File: config.mk
export PLATFORM = sky130hd
export DESIGN_NAME = sdram_col_seq
export DESIGN_NICKNAME = d
export VERILOG_FILES = /design/src/rtl/sdram_col_pkg.sv /design/src/rtl/col_len_decode.sv /design/src/rtl/col_beat_ctrl.sv /design/src/rtl/col_addr_gen.sv /design/src/rtl/sdram_col_seq.sv
export SDC_FILE = /design/constraint.sdc
export NUM_CORES = 1
export LEC_CHECK = 0
export BUFFER_PORTS_ARGS = -buffer_cell sky130_fd_sc_hd__buf_2
export CAP_MARGIN = 20
export CORE_ASPECT_RATIO = 0.6
export CORE_MARGIN = 2
export CORE_UTILIZATION = 43
export CTS_CLUSTER_SIZE = 12
export DETAILED_ROUTE_END_ITERATION = 10
export GPL_ROUTABILITY_DRIVEN = 1
export SLEW_MARGIN = 25
export SYNTH_ARGS = -nofsm -noshare
export SYNTH_HDL_FRONTEND = slang
export SYNTH_SLANG_ARGS = --single-unit
File: constraint.sdc
create_clock -name clk -period 7.4 [get_ports clk]
set_input_delay 1.48 -clock clk [delete_from_list [all_inputs] [get_ports clk]]
set_output_delay 1.48 -clock clk [all_outputs]
set_load 0.01 [all_outputs]
File: src/rtl/sdram_col_pkg.sv
package sdram_col_pkg;
  typedef enum logic [2:0] {
    BLC_1    = 3'd0,
    BLC_2    = 3'd1,
    BLC_4    = 3'd2,
    BLC_8    = 3'd3,
    BLC_PAGE = 3'd7
  } blen_code_e;
endpackage

File: src/rtl/col_len_decode.sv
module col_len_decode #(
  parameter int COL_W = 9
) (
  input  logic [2:0]       code_i,
  output logic [COL_W-1:0] mask_o,
  output logic             full_o
);
  import sdram_col_pkg::*;

  always_comb begin
    full_o = 1'b0;
    case (code_i)
      BLC_2:    mask_o = COL_W'(3'b001);
      BLC_4:    mask_o = COL_W'(3'b011);
      BLC_8:    mask_o = COL_W'(3'b111);
      BLC_PAGE: begin
        mask_o = '1;
        full_o = 1'b1;
      end
      default:  mask_o = '0;
    endcase
  end
endmodule

File: src/rtl/col_beat_ctrl.sv
module col_beat_ctrl #(
  parameter int COL_W = 9
) (
  input  logic             clk,
  input  logic             rst,
  input  logic             start_i,
  input  logic             stop_i,
  input  logic [COL_W-1:0] start_col_i,
  input  logic [COL_W-1:0] mask_i,
  input  logic             full_i,
  input  logic             ilv_i,
  output logic             adv_o,
  output logic [COL_W-1:0] base_n_o,
  output logic [COL_W-1:0] beat_n_o,
  output logic [COL_W-1:0] mask_n_o,
  output logic             full_n_o,
  output logic             ilv_n_o,
  output logic             valid_o,
  output logic             last_o
);
  logic             active_q, last_q, full_q, ilv_q;
  logic [COL_W-1:0] base_q, beat_q, mask_q;
  logic             active_n, last_n;

  always_comb begin
    active_n = active_q;
    base_n_o = base_q;
    beat_n_o = beat_q;
    mask_n_o = mask_q;
    full_n_o = full_q;
    ilv_n_o  = ilv_q;
    adv_o    = 1'b0;
    if (start_i) begin
      active_n = 1'b1;
      base_n_o = start_col_i;
      beat_n_o = '0;
      mask_n_o = mask_i;
      full_n_o = full_i;
      ilv_n_o  = ilv_i;
      adv_o    = 1'b1;
    end else if (active_q) begin
      if (stop_i || last_q) begin
        active_n = 1'b0;
      end else begin
        beat_n_o = beat_q + COL_W'(1);
        adv_o    = 1'b1;
      end
    end
    last_n = active_n && !full_n_o && (beat_n_o == mask_n_o);
  end

  always_ff @(posedge clk) begin
    if (rst) begin
      active_q <= 1'b0;
      last_q   <= 1'b0;
      base_q   <= '0;
      beat_q   <= '0;
      mask_q   <= '0;
      full_q   <= 1'b0;
      ilv_q    <= 1'b0;
    end else begin
      active_q <= active_n;
      last_q   <= last_n;
      base_q   <= base_n_o;
      beat_q   <= beat_n_o;
      mask_q   <= mask_n_o;
      full_q   <= full_n_o;
      ilv_q    <= ilv_n_o;
    end
  end

  assign valid_o = active_q;
  assign last_o  = last_q;

  // an undisturbed, unfinished burst steps its beat index by one
  assert_beat_step_R2: assert property (@(posedge clk) disable iff (rst)
    (active_q && !start_i && !stop_i && !last_q) |=>
      (active_q && beat_q == $past(beat_q) + COL_W'(1)));

  // a full-page burst never reports a final beat
  assert_page_nolast_R6: assert property (@(posedge clk) disable iff (rst)
    (active_q && full_q) |-> !last_q);
endmodule

File: src/rtl/col_addr_gen.sv
module col_addr_gen #(
  parameter int COL_W = 9
) (
  input  logic [COL_W-1:0] base_i,
  input  logic [COL_W-1:0] beat_i,
  input  logic [COL_W-1:0] mask_i,
  input  logic             full_i,
  input  logic             ilv_i,
  output logic [COL_W-1:0] col_o
);
  logic [COL_W-1:0] low;

  always_comb begin
    if (ilv_i && !full_i) low = base_i ^ beat_i;
    else                  low = base_i + beat_i;
    col_o = (base_i & ~mask_i) | (low & mask_i);
  end
endmodule

File: src/rtl/sdram_col_seq.sv
module sdram_col_seq #(
  parameter int COL_W = 9
) (
  input  logic             clk,
  input  logic             rst,
  input  logic             start_i,
  input  logic [COL_W-1:0] start_col_i,
  input  logic [2:0]       blen_i,
  input  logic             ilv_i,
  input  logic             stop_i,
  output logic [COL_W-1:0] col_o,
  output logic             valid_o,
  output logic             last_o
);
  logic [COL_W-1:0] dec_mask, base_n, beat_n, mask_n, col_n;
  logic             dec_full, full_n, ilv_n, adv;

  col_len_decode #(.COL_W(COL_W)) u_dec (
    .code_i (blen_i),
    .mask_o (dec_mask),
    .full_o (dec_full)
  );

  col_beat_ctrl #(.COL_W(COL_W)) u_ctrl (
    .clk         (clk),
    .rst         (rst),
    .start_i     (start_i),
    .stop_i      (stop_i),
    .start_col_i (start_col_i),
    .mask_i      (dec_mask),
    .full_i      (dec_full),
    .ilv_i       (ilv_i),
    .adv_o       (adv),
    .base_n_o    (base_n),
    .beat_n_o    (beat_n),
    .mask_n_o    (mask_n),
    .full_n_o    (full_n),
    .ilv_n_o     (ilv_n),
    .valid_o     (valid_o),
    .last_o      (last_o)
  );

  col_addr_gen #(.COL_W(COL_W)) u_gen (
    .base_i (base_n),
    .beat_i (beat_n),
    .mask_i (mask_n),
    .full_i (full_n),
    .ilv_i  (ilv_n),
    .col_o  (col_n)
  );

  always_ff @(posedge clk) begin
    if (rst)      col_o <= '0;
    else if (adv) col_o <= col_n;
  end

  // a sampled start shows its column on the next cycle
  assert_start_col_R2: assert property (@(posedge clk) disable iff (rst)
    start_i |=> (valid_o && col_o == $past(start_col_i)));

  // a stop without start ends the burst on the next cycle, no last flag
  assert_stop_ends_R8: assert property (@(posedge clk) disable iff (rst)
    (valid_o && stop_i && !start_i) |=> (!valid_o && !last_o));

  // with no start, an idle block stays idle and holds its column
  assert_idle_hold_R8: assert property (@(posedge clk) disable iff (rst)
    (!valid_o && !start_i) |=> (!valid_o && $stable(col_o)));

  // the final-beat flag only appears on a valid beat
  assert_last_valid_R7: assert property (@(posedge clk) disable iff (rst)
    last_o |-> valid_o);
endmodule

After elaboration in Yosys (flattened, before gate mapping)

Cells that the tools add are included.

$add $sub $neg: 2
Bitwise logic cells: 5
Mux-type cells: 13
Eq/ne operators: 5
Reductions and logical operators: 5

Operators with widths:

| cell                                                                   | count |
|---|---|
| 9-bit 2-to-1 mux                                                       | 6 |
| 9-bit one-hot mux with 4 select lines                                  | 1 |
| 9-bit bitwise AND                                                      | 2 |
| 9-bit by 1-bit adder with 9-bit output (second input constant)         | 1 |
| 9-bit adder                                                            | 1 |
| 9-bit equality test                                                    | 1 |
| 9-bit NOT                                                              | 1 |
| 9-bit OR                                                               | 1 |
| 9-bit XOR                                                              | 1 |
| 3-bit by 2-bit equality test with 1-bit output (second input constant) | 2 |
| 1-bit 2-to-1 mux                                                       | 6 |
| 3-bit by 1-bit equality test with 1-bit output (second input constant) | 1 |
| 3-bit equality test (second input constant)                            | 1 |
| 1-bit logical AND                                                      | 3 |
| 1-bit logical NOT                                                      | 1 |
| 1-bit logical OR                                                       | 1 |

Output and inout bits: 11
Input bits: 17
Logic and storage cells: 38
Flip-flop bits (word level): 40

Depth between registers and ports, before layout

Gate-level depths: netlist of the first run.

Word-level depth: 8
Mapped depth: 13
Mapped depth without buffers: 13

Cells and area by module

From an unflattened synthesis of the first run, not the netlist that was laid out.

Cells, all modules: 264
Area, all modules: 2348.5 um^2

Modules (own cells, without submodules):

| module         | area each (um^2) | sequential area each (um^2) | cells an instance | times used |
|---|---|---|---|---|
| col_beat_ctrl  | 1467.7           | 620.6                       | 157               | 1 |
| col_addr_gen   | 478.0            | 0.0                         | 66                | 1 |
| sdram_col_seq  | 319.1            | 180.2                       | 29                | 1 |
| col_len_decode | 83.8             | 0.0                         | 12                | 1 |

Least setup slack after synthesis of the first run

No wires, ideal clock.

Kind: input to register
From: input start_i
To: register col_o[7]
Path buffers: 3
Data required time: 7.268 ns
Setup time: 0.132 ns
Cell stages on the path: 12
Slack: 3.243 ns
Data arrival time: 4.025 ns
Cell sequence: buf_2 -> buf_1 -> clkbuf_1 -> mux2i_1 -> inv_1 -> ha_1 -> a21oi_1 -> o21ai_0 -> a311oi_1 -> nor3_1 -> o31ai_1 -> a21oi_1

Elaborated cells on any way between the ends: 15
Those cells by class: add/sub (1); mux (7); bitwise (5); reduce/logical (2)

RTL lines:

| item                 | RTL line            | source |
|---|---|---|
| start, declared      | sdram_col_seq.sv:6  | `input logic start_i,` |
| 9-bit 2-to-1 mux     | col_beat_ctrl.sv:33 | `if (start_i) begin` |
| net base_n[2]        | sdram_col_seq.sv:15 | `logic [COL_W-1:0] dec_mask, base_n, beat_n, mask_n, col_n;` |
| 9-bit adder          | col_addr_gen.sv:15  | `else low = base_i + beat_i;` |
| 9-bit 2-to-1 mux     | col_addr_gen.sv:14  | `if (ilv_i && !full_i) low = base_i ^ beat_i;` |
| 9-bit bitwise AND    | col_addr_gen.sv:16  | `col_o = (base_i & ~mask_i) \| (low & mask_i);` |
| 9-bit OR             | col_addr_gen.sv:16  |  |
| end signal, assigned | sdram_col_seq.sv:54 | `else if (adv) col_o <= col_n;` |
| end, declared        | sdram_col_seq.sv:11 | `output logic [COL_W-1:0] col_o,` |

The timed path passes the listed nets, and every way through them passes these cells.
A chain may end at the register's enable or synchronous reset.

Worst setup path after layout of the first run

Same ends and word-level chain as after synthesis.

==> flow_summary.rst, run 1 <==
.. list-table::
   :header-rows: 1

   * - Metric
     - Value
   * - Static leakage
     - 1.054 nW
   * - Logic depth of the worst path, buffers included
     - 11
   * - Initial antenna violation count
     - 0
   * - Unrepaired setup endpoints after global routing
     - false
   * - Total power draw
     - 444.0 µW
   * - Post-Syn Nets
     - 281
   * - Sequence of cells on the critical path
     - buf_2 > mux2i_1 > inv_1 > ha_1 > a21o_1 > a21oi_1 > o21ai_0 > a311oi_1 > nor3_1 > o31ai_1 > a21oi_1
   * - Initial standard-cell utilization of the core
     - 45.55%
   * - Clock tree from TritonCTS
     - done
   * - Status
     - finished, final reports clean
   * - Vias in the first global route
     - 1580
   * - Cell types occupying the most area after synthesis
     - dfxtp_1 (38%), nor2_1 (6.5%), ha_1 (5.3%)
   * - F_max
     - 0.2417 GHz
   * - Fraction of synthesis flops using an asynchronous set or reset pin
     - 0%
   * - Final cell utilization of the core
     - 51.00%
   * - Detailed-placement wirelength estimate
     - 3.746 mm
   * - Class of the most critical setup path
     - input port to flop
   * - Post-CTS setup buffer count
     - 0
   * - Via density
     - 5.244
   * - Worst relative slew slack
     - 37.80%
   * - Number of synthesized flops with an enable pin
     - 0
   * - Clk Tree Root Cell
     - clkbuf_8
   * - Setup crit end kind
     - flop
   * - Final period demand of the worst path
     - 4.137 ns
   * - Setup TNS
     - 0 ns
   * - Post-DRT Antenna Nets
     - 0
   * - Basic-gate share of the synthesized area counting and, or, nand and nor cells
     - 21.47%
   * - Crit path launch
     - start_i
   * - Die Height
     - 58.56 µm
   * - Count of endpoints failing hold in the final timing report
     - 0
   * - Post-synthesis mux area share
     - 5.806%
   * - Clock slew at the register clock pins of the worst setup and hold paths
     - 0.07 ns
   * - Cells resized by post-CTS repair
     - 0
   * - Global-route wire length before repair
     - 8.073 mm
   * - Post-Syn Area
     - 2133 µm²
   * - Total number of clock tree sinks
     - 40
   * - Number of buffers created by CTS
     - 5
   * - Tightest Hold Check Type
     - flop to flop
   * - Total global-route track usage
     - 19.70%
   * - Total Wirelength
     - 5.059 mm
   * - Maximum capacitance violations
     - 0
   * - Clock latency reported for the late side of the worst-skew pair
     - 0.30 ns
   * - Worst reg2reg setup slack
     - 4.31 ns
   * - Critical-path cell with the highest stage delay
     - buf_2
   * - Family with the most delay on the worst path
     - compound AO/OA/AOI/OAI gates
   * - Ratio of final minimum period to clock period
     - 55.91%
   * - Remaining global-route overflow
     - 0
   * - Ratio of cells with drive above 1 in the final layout
     - 15.16%
   * - Worst voltage drop across the vdd grid
     - 0.0001015 V
   * - Final setup vio count
     - 0
   * - XOR/XNOR share of the synthesized area
     - 9.032%
   * - Hold slack
     - 0.4493 ns
   * - List of most frequent post-synthesis cells
     - dfxtp_1 (40), nor2_1 (37), a21oi_1 (21), nand2_1 (16)
   * - Adder-Cell Fraction of Synth Area
     - 6.217%
   * - Detailed-route DRC error count
     - 0
   * - Number of antenna repair diodes
     - 0
   * - PortBufs
     - 27
   * - Primary FF master, synth
     - dfxtp_1
   * - Launch instance of the worst register-to-register path
     - u_ctrl.last_o
   * - Number of hold buffers added after cts
     - 0
   * - Power density of the placed cells
     - 185.9 nW/µm²
   * - Number of iterations in the first detailed-routing pass
     - 4
   * - Transition time of the tightest slew-check pin
     - 0.9296 ns
   * - Horizontal die dimension
     - 94.93 µm
   * - Main combinational cell family by area after synthesis
     - simple AND/OR/NAND/NOR gates
   * - Compound-cell area share of the yosys netlist
     - 15.37%
   * - Sum of buffers and inverters on the critical path
     - 2
   * - Worst Setup EP
     - col_o[7]
   * - CTS max path bufs
     - 2
   * - Flop and latch count out of synthesis
     - 40
   * - Routability congestion estimate from global placement
     - 0.9587
   * - Sequential share of the synthesized area
     - 37.54%
   * - Yosys warns
     - 0
   * - Initial DRC Count
     - 107
   * - Largest net degree at the start of global routing
     - 41
   * - Length in cells of the worst reg-to-reg path
     - 11
   * - Routed len/inst
     - 14.88 µm
   * - Worst Setup Start Kind
     - input port
   * - Longest individual stage delay on the worst path
     - 0.51 ns
   * - Required arrival time at the worst endpoint
     - 7.55 ns
   * - Total core area
     - 4683 µm²
   * - Final design area excluding fillers
     - 2389 µm²
   * - Worst R2R End
     - col_o[8]
   * - Most frequent cell after synthesis
     - dfxtp_1
   * - Cell area after placement
     - 2298 µm²
   * - Distinct cells, synth
     - 43
   * - Placement row count
     - 19
   * - Area of the die
     - 5559 µm²
   * - Post-Synthesis Cells
     - 254
   * - Proportion of netlist area held by the largest area contributor
     - 37.54%
   * - Layout overhead on the synthesized area
     - 11.96%
   * - Number of levels in the clock H-tree
     - 2
   * - Mean post-synth cell area
     - 8.399 µm²
   * - Most common cell type on the critical path
     - a21oi_1
   * - Arrival time at the worst endpoint
     - 4.29 ns
   * - Net count of the finished layout
     - 303
   * - Total via count after detailed routing
     - 1783
   * - Critical-path maximum fanout
     - 28
   * - Number of top-level pins
     - 28
   * - Dominant cell type by area after synthesis
     - dfxtp_1
   * - Worst setup skew after layout
     - 0.005234 ns
   * - Final number of max-transition violations
     - 0
-- cell type report --
type                       instances  area [µm²]
fill                             458        2295
timing repair buffer              27       135.1
sequential                        40       800.8
tap                               63       78.83
clock buffer                       8       90.09
inverter                          13       48.80
multi-input combinational        189        1235
-- power breakdown --
group | internal [mW] | leakage (nW) | switching (mW) | total, mW
Combinational | 0.0248 | 0.682 | 0.0393 | 0.0641
Sequential | 0.225 | 0.327 | 0.00394 | 0.228
Clock | 0.0761 | 0.0455 | 0.0754 | 0.151
-- per-stage QoR --
stage,setup slack (ns),cells
3_3_place_gp,3.022,332
3_5_place_dp,2.988,332
5_1_grt,2.969,340
2_1_floorplan,3.243,254
4_1_cts,3.292,340
6_report,3.263,340
-- worst reg2reg max path: stages, from the launching register on --
cell	delay, ns
dfxtp_1	0.33
nand4bb_1	0.38
or4_4	0.62
nand2_1	0.13
ha_1	0.25
a21o_1	0.20
a21o_1	0.17
a21o_1	0.17
a32oi_1	0.22
xnor2_1	0.13
or3_1	0.35
nand3_1	0.08
-- per-layer routing --
| layer | global-route usage, % | routed length (µm) | share of wire, % | vias to the layer above |
|---|---|---|---|---|
| li1 | - | - | - | 919 |
| met1 | 31.40 | 2825 | 56 | 812 |
| met2 | 25.03 | 1882 | 37 | 45 |
| met3 | 4.609 | 284 | 5.6 | 7 |
| met4 | 7.039 | 66 | 1.3 | 0 |
| met5 | 0 | 0 | 0 | - |
-- how the worst min path moves through the flow --
stage	slack, ns	to	start	cells past startpoint
final	0.45	col_o[4]	col_o[4]	2
after global routing	0.47	col_o[3]	col_o[3]	2
after global placement	0.44	col_o[1]	col_o[1]	2
after detailed placement	0.44	col_o[4]	col_o[4]	2
after CTS	0.45	col_o[4]	col_o[4]	2
after floorplan	0.48	col_o[1]	col_o[1]	2
-- cell families after synthesis --
kind of cell / after synthesis
AND/OR/NAND/NOR: 94
buffers and inverters: 25
XOR/XNOR: 22
adder cells (fa/ha/maj): 10
flip-flops: 40
multiplexers: 12
AO/OA/AOI/OAI: 51
-- state kept, by name (all words and copies together), names as in the netlist --
| name | count |
|---|---|
| u_ctrl.mask_q | 9 |
| u_ctrl.valid_o | 1 |
| u_ctrl.base_q | 9 |
| u_ctrl.ilv_q | 1 |
| u_ctrl.last_o | 1 |
| col_o | 9 |
| u_ctrl.beat_q | 9 |
| u_ctrl.full_q | 1 |
-- layout by cell type, fill, tap and decap left out, drive strengths merged, types with 2 or more instances in the layout --
cell type / instances
or2: 2
o211ai: 5
dfxtp: 40
nor2: 37
buf: 27
or3: 3
mux2i: 9
nand2: 16
clkbuf: 8
mux2: 3
a21oi: 21
o21ai: 5
nand3b: 3
nor2b: 6
o21a: 3
a211oi: 3
or4: 2
a21o: 7
inv: 13
xor2: 10
ha: 9
nor3: 11
xnor2: 12
nand3: 6
nand4: 2
nor4: 2
(Power assumes the default switching activity.)
==> inputs of run 2 (changes only) <==
==> constraint.sdc (replaced) <==
create_clock -name clk -period 4.15 [get_ports clk]
set_input_delay 0.83 -clock clk [delete_from_list [all_inputs] [get_ports clk]]
set_output_delay 0.83 -clock clk [all_outputs]
set_load 0.01 [all_outputs]
==> flow_summary.rst, run 2 (synthesis results as in run 1) <==
.. list-table::
   :header-rows: 1

   * - Metric
     - Value
   * - Clk Tree Root Cell
     - clkbuf_8
   * - Fraction of power consumed by combinational cells
     - 15.5% (+1.1 points)
   * - Initial DRC Count
     - 135 (+26%)
   * - Final design area excluding fillers
     - 2401 µm² (+0.52%)
   * - Longest individual stage delay on the worst path
     - 0.45 ns (-0.06 ns)
   * - Final period demand of the worst path
     - 3.413 ns
   * - Total global-route track usage
     - 20.87% (+1.2 points)
   * - Final setup vio count
     - 0 (unchanged)
   * - Initial antenna violation count
     - 0 (unchanged)
   * - Switching Fraction
     - 27.30% (+0.59 points)
   * - Die Height
     - 58.56 µm (unchanged)
   * - Class of the most critical setup path
     - input port to flop
   * - Vias in the first global route
     - 1788 (+13%)
   * - Switching pwr
     - 210.8 µW (+78%)
   * - Unrepaired setup endpoints after global routing
     - false
   * - Detailed-placement wirelength estimate
     - 3.887 mm (+3.8%)
   * - Number of hold buffers added after cts
     - 0 (unchanged)
   * - Most common cell type on the critical path
     - a21oi_1
   * - Total Wirelength
     - 5.340 mm (+5.6%)
   * - Number of buffers created by CTS
     - 5 (unchanged)
   * - Total power draw
     - 772.0 µW (+74%)
   * - Worst setup skew after layout
     - 0.004421 ns (-0.0008136 ns)
   * - Total number of clock tree sinks
     - 40 (unchanged)
   * - Required arrival time at the worst endpoint
     - 4.29 ns (-3.26 ns)
   * - Cell internal power dissipation
     - 561.3 µW (+72%)
   * - CTS max path bufs
     - 2 (unchanged)
   * - Most common library cell in the layout ignoring fill and taps
     - dfxtp_1
   * - Ratio of final minimum period to clock period
     - 82.24%
   * - F_max
     - 0.2930 GHz
   * - Final number of max-transition violations
     - 0 (unchanged)
   * - Setup WS post-layout
     - 0.7368 ns (-2.526 ns)
   * - Global-route wire length before repair
     - 8.728 mm (+8.1%)
   * - Arrival time at the worst endpoint
     - 3.56 ns (-0.73 ns)
   * - Area of the die
     - 5559 µm² (unchanged)
   * - Tightest Hold Check Type
     - flop to flop
   * - Critical-path cell with the highest stage delay
     - mux2i_1
   * - Power density of the placed cells
     - 321.5 nW/µm² (+73%)
   * - Initial standard-cell utilization of the core
     - 45.55% (unchanged)
   * - Placement row count
     - 19 (unchanged)
   * - Number of levels in the clock H-tree
     - 2 (unchanged)
   * - Family with the most delay on the worst path
     - compound AO/OA/AOI/OAI gates
   * - Sequence of cells on the critical path
     - buf_2 > mux2i_1 > inv_1 > ha_1 > a21o_1 > a21oi_1 > o21ai_0 > a311oi_1 > nor3_1 > o31ai_1 > a21oi_1
   * - Clock slew at the register clock pins of the worst setup and hold paths
     - 0.07 ns (about the same)
   * - Pre-CTS setup slack
     - 0.5117 ns (-2.476 ns)
   * - Routability congestion estimate from global placement
     - 0.8697 (-9.3%)
   * - Post-DRT Antenna Nets
     - 0 (unchanged)
   * - Filler cell count
     - 454 (-0.87%)
   * - Cells resized by post-CTS repair
     - 0 (unchanged)
   * - Worst relative slew slack
     - 51.28% (+13 points)
   * - Static leakage
     - 1.064 nW (+0.94%)
   * - Count of endpoints failing hold in the final timing report
     - 0 (unchanged)
   * - Commonest cells after routing, fill and taps aside
     - dfxtp_1 (40), nor2_1 (36), buf_2 (27)
   * - Detailed-route DRC error count
     - 0 (unchanged)
   * - Net count of the finished layout
     - 306 (+0.99%)
   * - Cell area after placement
     - 2321 µm² (+0.98%)
   * - Number of iterations in the first detailed-routing pass
     - 4 (unchanged)
   * - Ratio of cells with drive above 1 in the final layout
     - 16.49% (+1.3 points)
   * - Worst voltage drop across the vdd grid
     - 0.0001502 V (+48%)
   * - Hold slack
     - 0.4491 ns (-0.0001390 ns)
   * - Layout overhead on the synthesized area
     - 12.55%
   * - PortBufs
     - 27 (unchanged)
   * - Clock latency reported for the late side of the worst-skew pair
     - 0.29 ns (about the same)
   * - Worst Setup Start Kind
     - input port
   * - Worst reg2reg setup slack
     - 1.05 ns (-3.26 ns)
   * - Maximum capacitance violations
     - 0 (unchanged)
   * - Routed len/inst
     - 15.61 µm (+4.9%)
   * - Largest net degree at the start of global routing
     - 41 (unchanged)
   * - Critical-path maximum fanout
     - 18 (-36%)
   * - Clock Power Share
     - 31.8% (-2.3 points)
   * - Horizontal die dimension
     - 94.93 µm (unchanged)
   * - Total core area
     - 4683 µm² (unchanged)
   * - Setup TNS
     - 0 ns (unchanged)
   * - Status
     - finished, final reports clean
   * - Sequential fraction of design power
     - 52.7% (+1.2 points)
   * - Post-CTS setup buffer count
     - 0 (unchanged)
   * - Setup crit end kind
     - flop
   * - Number of antenna repair diodes
     - 0 (unchanged)
   * - Remaining global-route overflow
     - 0 (unchanged)
   * - Transition time of the tightest slew-check pin
     - 0.7294 ns (-0.2002 ns)
   * - Sum of buffers and inverters on the critical path
     - 2 (unchanged)
   * - Via density
     - 5.377 (+2.5%)
   * - Total via count after detailed routing
     - 1839 (+3.1%)
   * - Clock tree from TritonCTS
     - done
   * - Number of top-level pins
     - 28 (unchanged)
==> run 2: changes by cell type in the layout (fill, tap and decap cells not counted) <==
| cell | before | now |
|---|---|---|
| buf_4 | 0 | 3 |
| clkbuf_1 | 2 | 1 |
| clkbuf_8 | 6 | 5 |
| clkinv_2 | 0 | 1 |
| nor2_1 | 37 | 36 |
| nor2_2 | 0 | 1 |
==> run 2: metrics by stage <==
stage	cells	util (%)
2_1_floorplan	254	-
3_3_place_gp	335	49.56
3_5_place_dp	335	49.56
4_1_cts	342	51.22
5_1_grt	342	51.27
6_report	342	51.27
==> run 2: final cells by class <==
cell class	count	area (µm²)	area share [%]
multi-input cells	189	1237	51.54
repair buffers	30	157.7	6.566
clock inverters	1	5.005	0.2084
well taps	63	78.83	3.283
flip-flops and latches	40	800.8	33.35
inverters	13	48.80	2.032
clock buffers	6	72.57	3.022
==> run 2: power groups by stage <==
stage	combinational [mW]	clock, mW	sequential, mW
floorplan	0.0759	0	0.419
global placement	0.118	0	0.416
finish	0.119	0.246	0.407
detailed placement	0.118	0	0.416
CTS	0.119	0.253	0.407
global route	0.133	0.267	0.409
==> run 2: per-layer routing <==
layer	vias up	part of all wire [%]	wire length, µm	track usage, %
li1	927	-	-	-
met1	845	53	2838	30.21
met2	65	39	2096	31.21
met3	2	7.3	389	5.378
met4	0	0.28	15	5.176
met5	-	0	0	0
==> run 2: path summary, 6_finish.rpt <==
kind	endpoint	from	depth (start not counted)
setup reg to reg	col_o[7]	u_ctrl.valid_o	11
setup / recovery	col_o[7]	start_i	11
hold reg to reg	col_o[1]	col_o[1]	2
hold / removal	col_o[1]	col_o[1]	2
==> run 2: worst min-delay path: stages, from the launching register on <==
cell and delay [ns]:
dfxtp_1 0.31, nand2_1 0.05, a21oi_1 0.05
==> inputs of run 3 (changes only) <==
--- a/config.mk
+++ b/config.mk
@@ -5,6 +5,7 @@
 export SDC_FILE = /design/constraint.sdc
 export NUM_CORES = 1
 export LEC_CHECK = 0
+export ABC_AREA = 1
 export BUFFER_PORTS_ARGS = -buffer_cell sky130_fd_sc_hd__buf_2
 export CAP_MARGIN = 20
 export CORE_ASPECT_RATIO = 0.6
==> constraint.sdc (replaced) <==
create_clock -name clk -period 3.5 [get_ports clk]
set_input_delay 0.7 -clock clk [delete_from_list [all_inputs] [get_ports clk]]
set_output_delay 0.7 -clock clk [all_outputs]
set_load 0.01 [all_outputs]
==> flow_summary.rst, run 3 <==
.. list-table::
   :header-rows: 1

   * - Metric
     - Value
   * - Final number of max-transition violations
     - 0 (unchanged)
   * - Hold slack
     - 0.4515 ns (+0.002374 ns)
   * - Critical hold path startpoint
     - col_o[8]
   * - Clock slew at the register clock pins of the worst setup and hold paths
     - 0.08 ns (about the same)
   * - Post-Synthesis Cells
     - 313 (+23%)
   * - Clk Tree Root Cell
     - clkbuf_8
   * - Transition time of the tightest slew-check pin
     - 0.6325 ns (-0.09689 ns)
   * - F_max
     - 0.3566 GHz
   * - Via density
     - 4.907 (-8.7%)
   * - Area of the die
     - 5891 µm² (+6.0%)
   * - Clock tree from TritonCTS
     - done
   * - Post-Syn Area
     - 2268 µm² (+6.3%)
   * - Routed len/inst
     - 13.56 µm (-13%)
   * - Arrival time at the worst endpoint
     - 2.99 ns (-0.57 ns)
   * - Most common library cell in the layout ignoring fill and taps
     - nand2_1
   * - End point of the worst hold path
     - col_o[8]
   * - List of most frequent post-synthesis cells
     - nand2_1 (53), dfxtp_1 (40), inv_1 (40), nor2_1 (40), o21ai_0 (23)
   * - Initial DRC Count
     - 119 (-12%)
   * - Ratio of final minimum period to clock period
     - 80.11%
   * - Pre-CTS setup slack
     - 0.4120 ns (-0.09974 ns)
   * - Area of combinational cells with multiple inputs
     - 1255 µm² (+1.4%)
   * - Largest net degree at the start of global routing
     - 33 (-20%)
   * - Number of top-level pins
     - 28 (unchanged)
   * - Tightest Hold Check Type
     - flop to flop
   * - Unrepaired setup endpoints after global routing
     - false
   * - Fraction of synthesis flops using an asynchronous set or reset pin
     - 0% (unchanged)
   * - Filler cell count
     - 547 (+20%)
   * - Setup crit end kind
     - flop
   * - Number of synthesized flops with an enable pin
     - 0 (unchanged)
   * - Length in cells of the worst reg-to-reg path
     - 20 (+9)
   * - Critical-path cell with the highest stage delay
     - fa_1
   * - Global-route wire length before repair
     - 9.052 mm (+3.7%)
   * - Placement row count
     - 20 (+1)
   * - Sum of buffers and inverters on the critical path
     - 6 (+4)
   * - Die Height
     - 60.26 µm (+2.9%)
   * - Total core area
     - 5080 µm² (+8.5%)
   * - Routed wl met2
     - 2.168 mm (+3.4%)
   * - Count of endpoints failing hold in the final timing report
     - 0 (unchanged)
   * - Remaining global-route overflow
     - 0 (unchanged)
   * - Yosys warns
     - 0 (unchanged)
   * - Status
     - finished, final reports clean
   * - Most frequent cell after synthesis
     - nand2_1
   * - Worst setup skew after layout
     - 0.002229 ns (-0.002192 ns)
   * - Routed length on met1
     - 3.028 mm (+6.7%)
   * - Flop and latch count out of synthesis
     - 40 (unchanged)
   * - Dominant cell type by area after synthesis
     - dfxtp_1
   * - PortBufs
     - 27 (unchanged)
   * - Cells resized by post-CTS repair
     - 0 (unchanged)
   * - Mean post-synth cell area
     - 7.247 µm² (-14%)
   * - Clock latency reported for the late side of the worst-skew pair
     - 0.29 ns (about the same)
   * - Sequential share of the synthesized area
     - 35.30% (-2.2 points)
   * - Ratio of cells with drive above 1 in the final layout
     - 21.87% (+5.4 points)
   * - Worst R2R End
     - col_o[8]
   * - Most common cell type on the critical path
     - nand3_1
   * - Number of buffers created by CTS
     - 5 (unchanged)
   * - Amount of wire on met3 after detailed routing
     - 307 µm (-21%)
   * - Initial antenna violation count
     - 0 (unchanged)
   * - Initial standard-cell utilization of the core
     - 44.66% (-0.90 points)
   * - Static leakage
     - 1.285 nW (+21%)
   * - Post-DRT Antenna Nets
     - 0 (unchanged)
   * - Final period demand of the worst path
     - 2.804 ns
   * - Launch instance of the worst register-to-register path
     - u_ctrl.last_o
   * - CTS max path bufs
     - 2 (unchanged)
   * - Post-CTS setup buffer count
     - 0 (unchanged)
   * - Detailed-placement wirelength estimate
     - 4.274 mm (+10%)
   * - Sequence of cells on the critical path
     - buf_2 > inv_4 > buf_4 > nand3_1 > inv_1 > ha_1 > inv_1 > fa_1 > inv_1 > a21o_1 > a21oi_1 > nor2_1 > nand3_2 > nand2_1 > nand3_1 > nand3_1 > nand2_1 > nand3_1 > nand2_1
   * - Setup TNS
     - 0 ns (unchanged)
   * - Area occupied by registers
     - 800.8 µm² (unchanged)
   * - Proportion of netlist area held by the largest area contributor
     - 35.30% (-2.2 points)
   * - Number of iterations in the first detailed-routing pass
     - 4 (unchanged)
   * - Commonest cells after routing, fill and taps aside
     - nand2_1 (53), inv_1 (40), nor2_1 (40), dfxtp_1 (40), buf_2 (27)
   * - Primary FF master, synth
     - dfxtp_1
   * - Cell area after placement
     - 2471 µm² (+6.5%)
   * - Number of levels in the clock H-tree
     - 2 (unchanged)
   * - Class of the most critical setup path
     - input port to flop
   * - Number of hold buffers added after cts
     - 0 (unchanged)
   * - Routability congestion estimate from global placement
     - 0.8263 (-5.0%)
   * - Post-Syn Nets
     - 340 (+21%)
   * - Longest individual stage delay on the worst path
     - 0.36 ns (-0.09 ns)
   * - Total global-route track usage
     - 20.05% (-0.82 points)
   * - Worst voltage drop across the vdd grid
     - 0.0001760 V (+17%)
   * - Critical-path maximum fanout
     - 17 (-1)
   * - Worst Setup Start Kind
     - input port
   * - Required arrival time at the worst endpoint
     - 3.69 ns (-0.60 ns)
   * - Final setup vio count
     - 0 (unchanged)
   * - Detailed-route DRC error count
     - 0 (unchanged)
   * - Worst hold path cell count
     - 2 (unchanged)
   * - Setup WS post-layout
     - 0.6960 ns (-0.04083 ns)
   * - Number of antenna repair diodes
     - 0 (unchanged)
   * - Net count of the finished layout
     - 370 (+21%)
   * - Distinct cells, synth
     - 42 (-2.3%)
   * - Highest layer used for signal routing
     - met4
   * - Vias in the first global route
     - 1880 (+5.1%)
   * - Cell types occupying the most area after synthesis
     - dfxtp_1 (35%), nand2_1 (8.8%), inv_1 (6.6%)
   * - Worst relative slew slack
     - 57.83% (+6.5 points)
   * - Worst reg2reg setup slack
     - 0.87 ns (-0.18 ns)
   * - Power density of the placed cells
     - 368.7 nW/µm² (+15%)
   * - Final design area excluding fillers
     - 2549 µm² (+6.1%)
   * - Family with the most delay on the worst path
     - simple AND/OR/NAND/NOR gates
   * - Layout overhead on the synthesized area
     - 12.35%
   * - Horizontal die dimension
     - 97.77 µm (+3.0%)
   * - Total number of clock tree sinks
     - 40 (unchanged)
   * - Total Wirelength
     - 5.546 mm (+3.9%)
   * - Maximum capacitance violations
     - 0 (unchanged)
   * - Total via count after detailed routing
     - 2007 (+9.1%)
-- run 3: cell types whose count changed in the layout (fill, tap and decap cells not counted), moves of 8 or more --
cell	before	now
a21oi_1	21	13
inv_1	12	40
mux2i_1	9	1
nand2_1	16	53
nor3_1	11	3
o21ai_0	4	23
or2_2	2	12
xnor2_1	12	2
-- run 3: logic make-up after synthesis --
kind of cell | after synthesis | share of synthesized area [%]
xor gates and xnor gates | 8 | 3.089
DFF | 40 | 35.30
buffers and inverters | 53 | 9.377
adders and majority gates | 10 | 5.847
muxes | 1 | 0.4413
AOI/OAI and AO/OA | 52 | 13.46
and+or+nand+nor | 149 | 32.49
-- run 3: area by class of cell --
type | count | share of cell area, %
clock buffers | 6 | 2.847
clock inverters | 1 | 0.1964
inverters | 46 | 6.873
multi-input cells | 220 | 49.24
flip-flops and latches | 40 | 31.42
well taps | 66 | 3.240
repair buffers | 30 | 6.186
-- run 3: how the worst max path moves through the flow --
stage / slack, ns / to / cells past startpoint / startpoint
final: 0.70 / col_o[8] / 19 / start_i
after global routing: 0.47 / col_o[8] / 21 / stop_i
after CTS: 0.72 / col_o[8] / 21 / stop_i
after detailed placement: 0.41 / col_o[8] / 21 / stop_i
after global placement: 0.46 / col_o[7] / 17 / start_i
after floorplan: 0.69 / col_o[8] / 21 / start_i
-- run 3: stage by stage --
step                      instances  utilization [%]  power, mW
after floorplan                 313                -     0.6023
after global placement          402            48.65     0.6529
after detailed placement        402            48.65     0.6542
after CTS                       409            50.17     0.9473
after global routing            409            50.17     0.9884
final                           409            50.17     0.9396
-- run 3: routing by layer --
metal	global-route usage, %	vias up
li1	-	1057
met1	30.13	907
met2	28.67	37
met3	4.678	6
met4	5.159	0
met5	0	-
-- run 3: tightest hold or removal path: stages, from the launching register on --
cell     delay (ns)
dfxtp_1        0.31
nand2_1        0.06
nand2_1        0.05
-- run 3: report_power, final --
| group | internal, mW | switching (mW) |
|---|---|---|
| clock network | 0.136 | 0.159 |
| registers | 0.478 | 0.00909 |
| logic | 0.0573 | 0.100 |
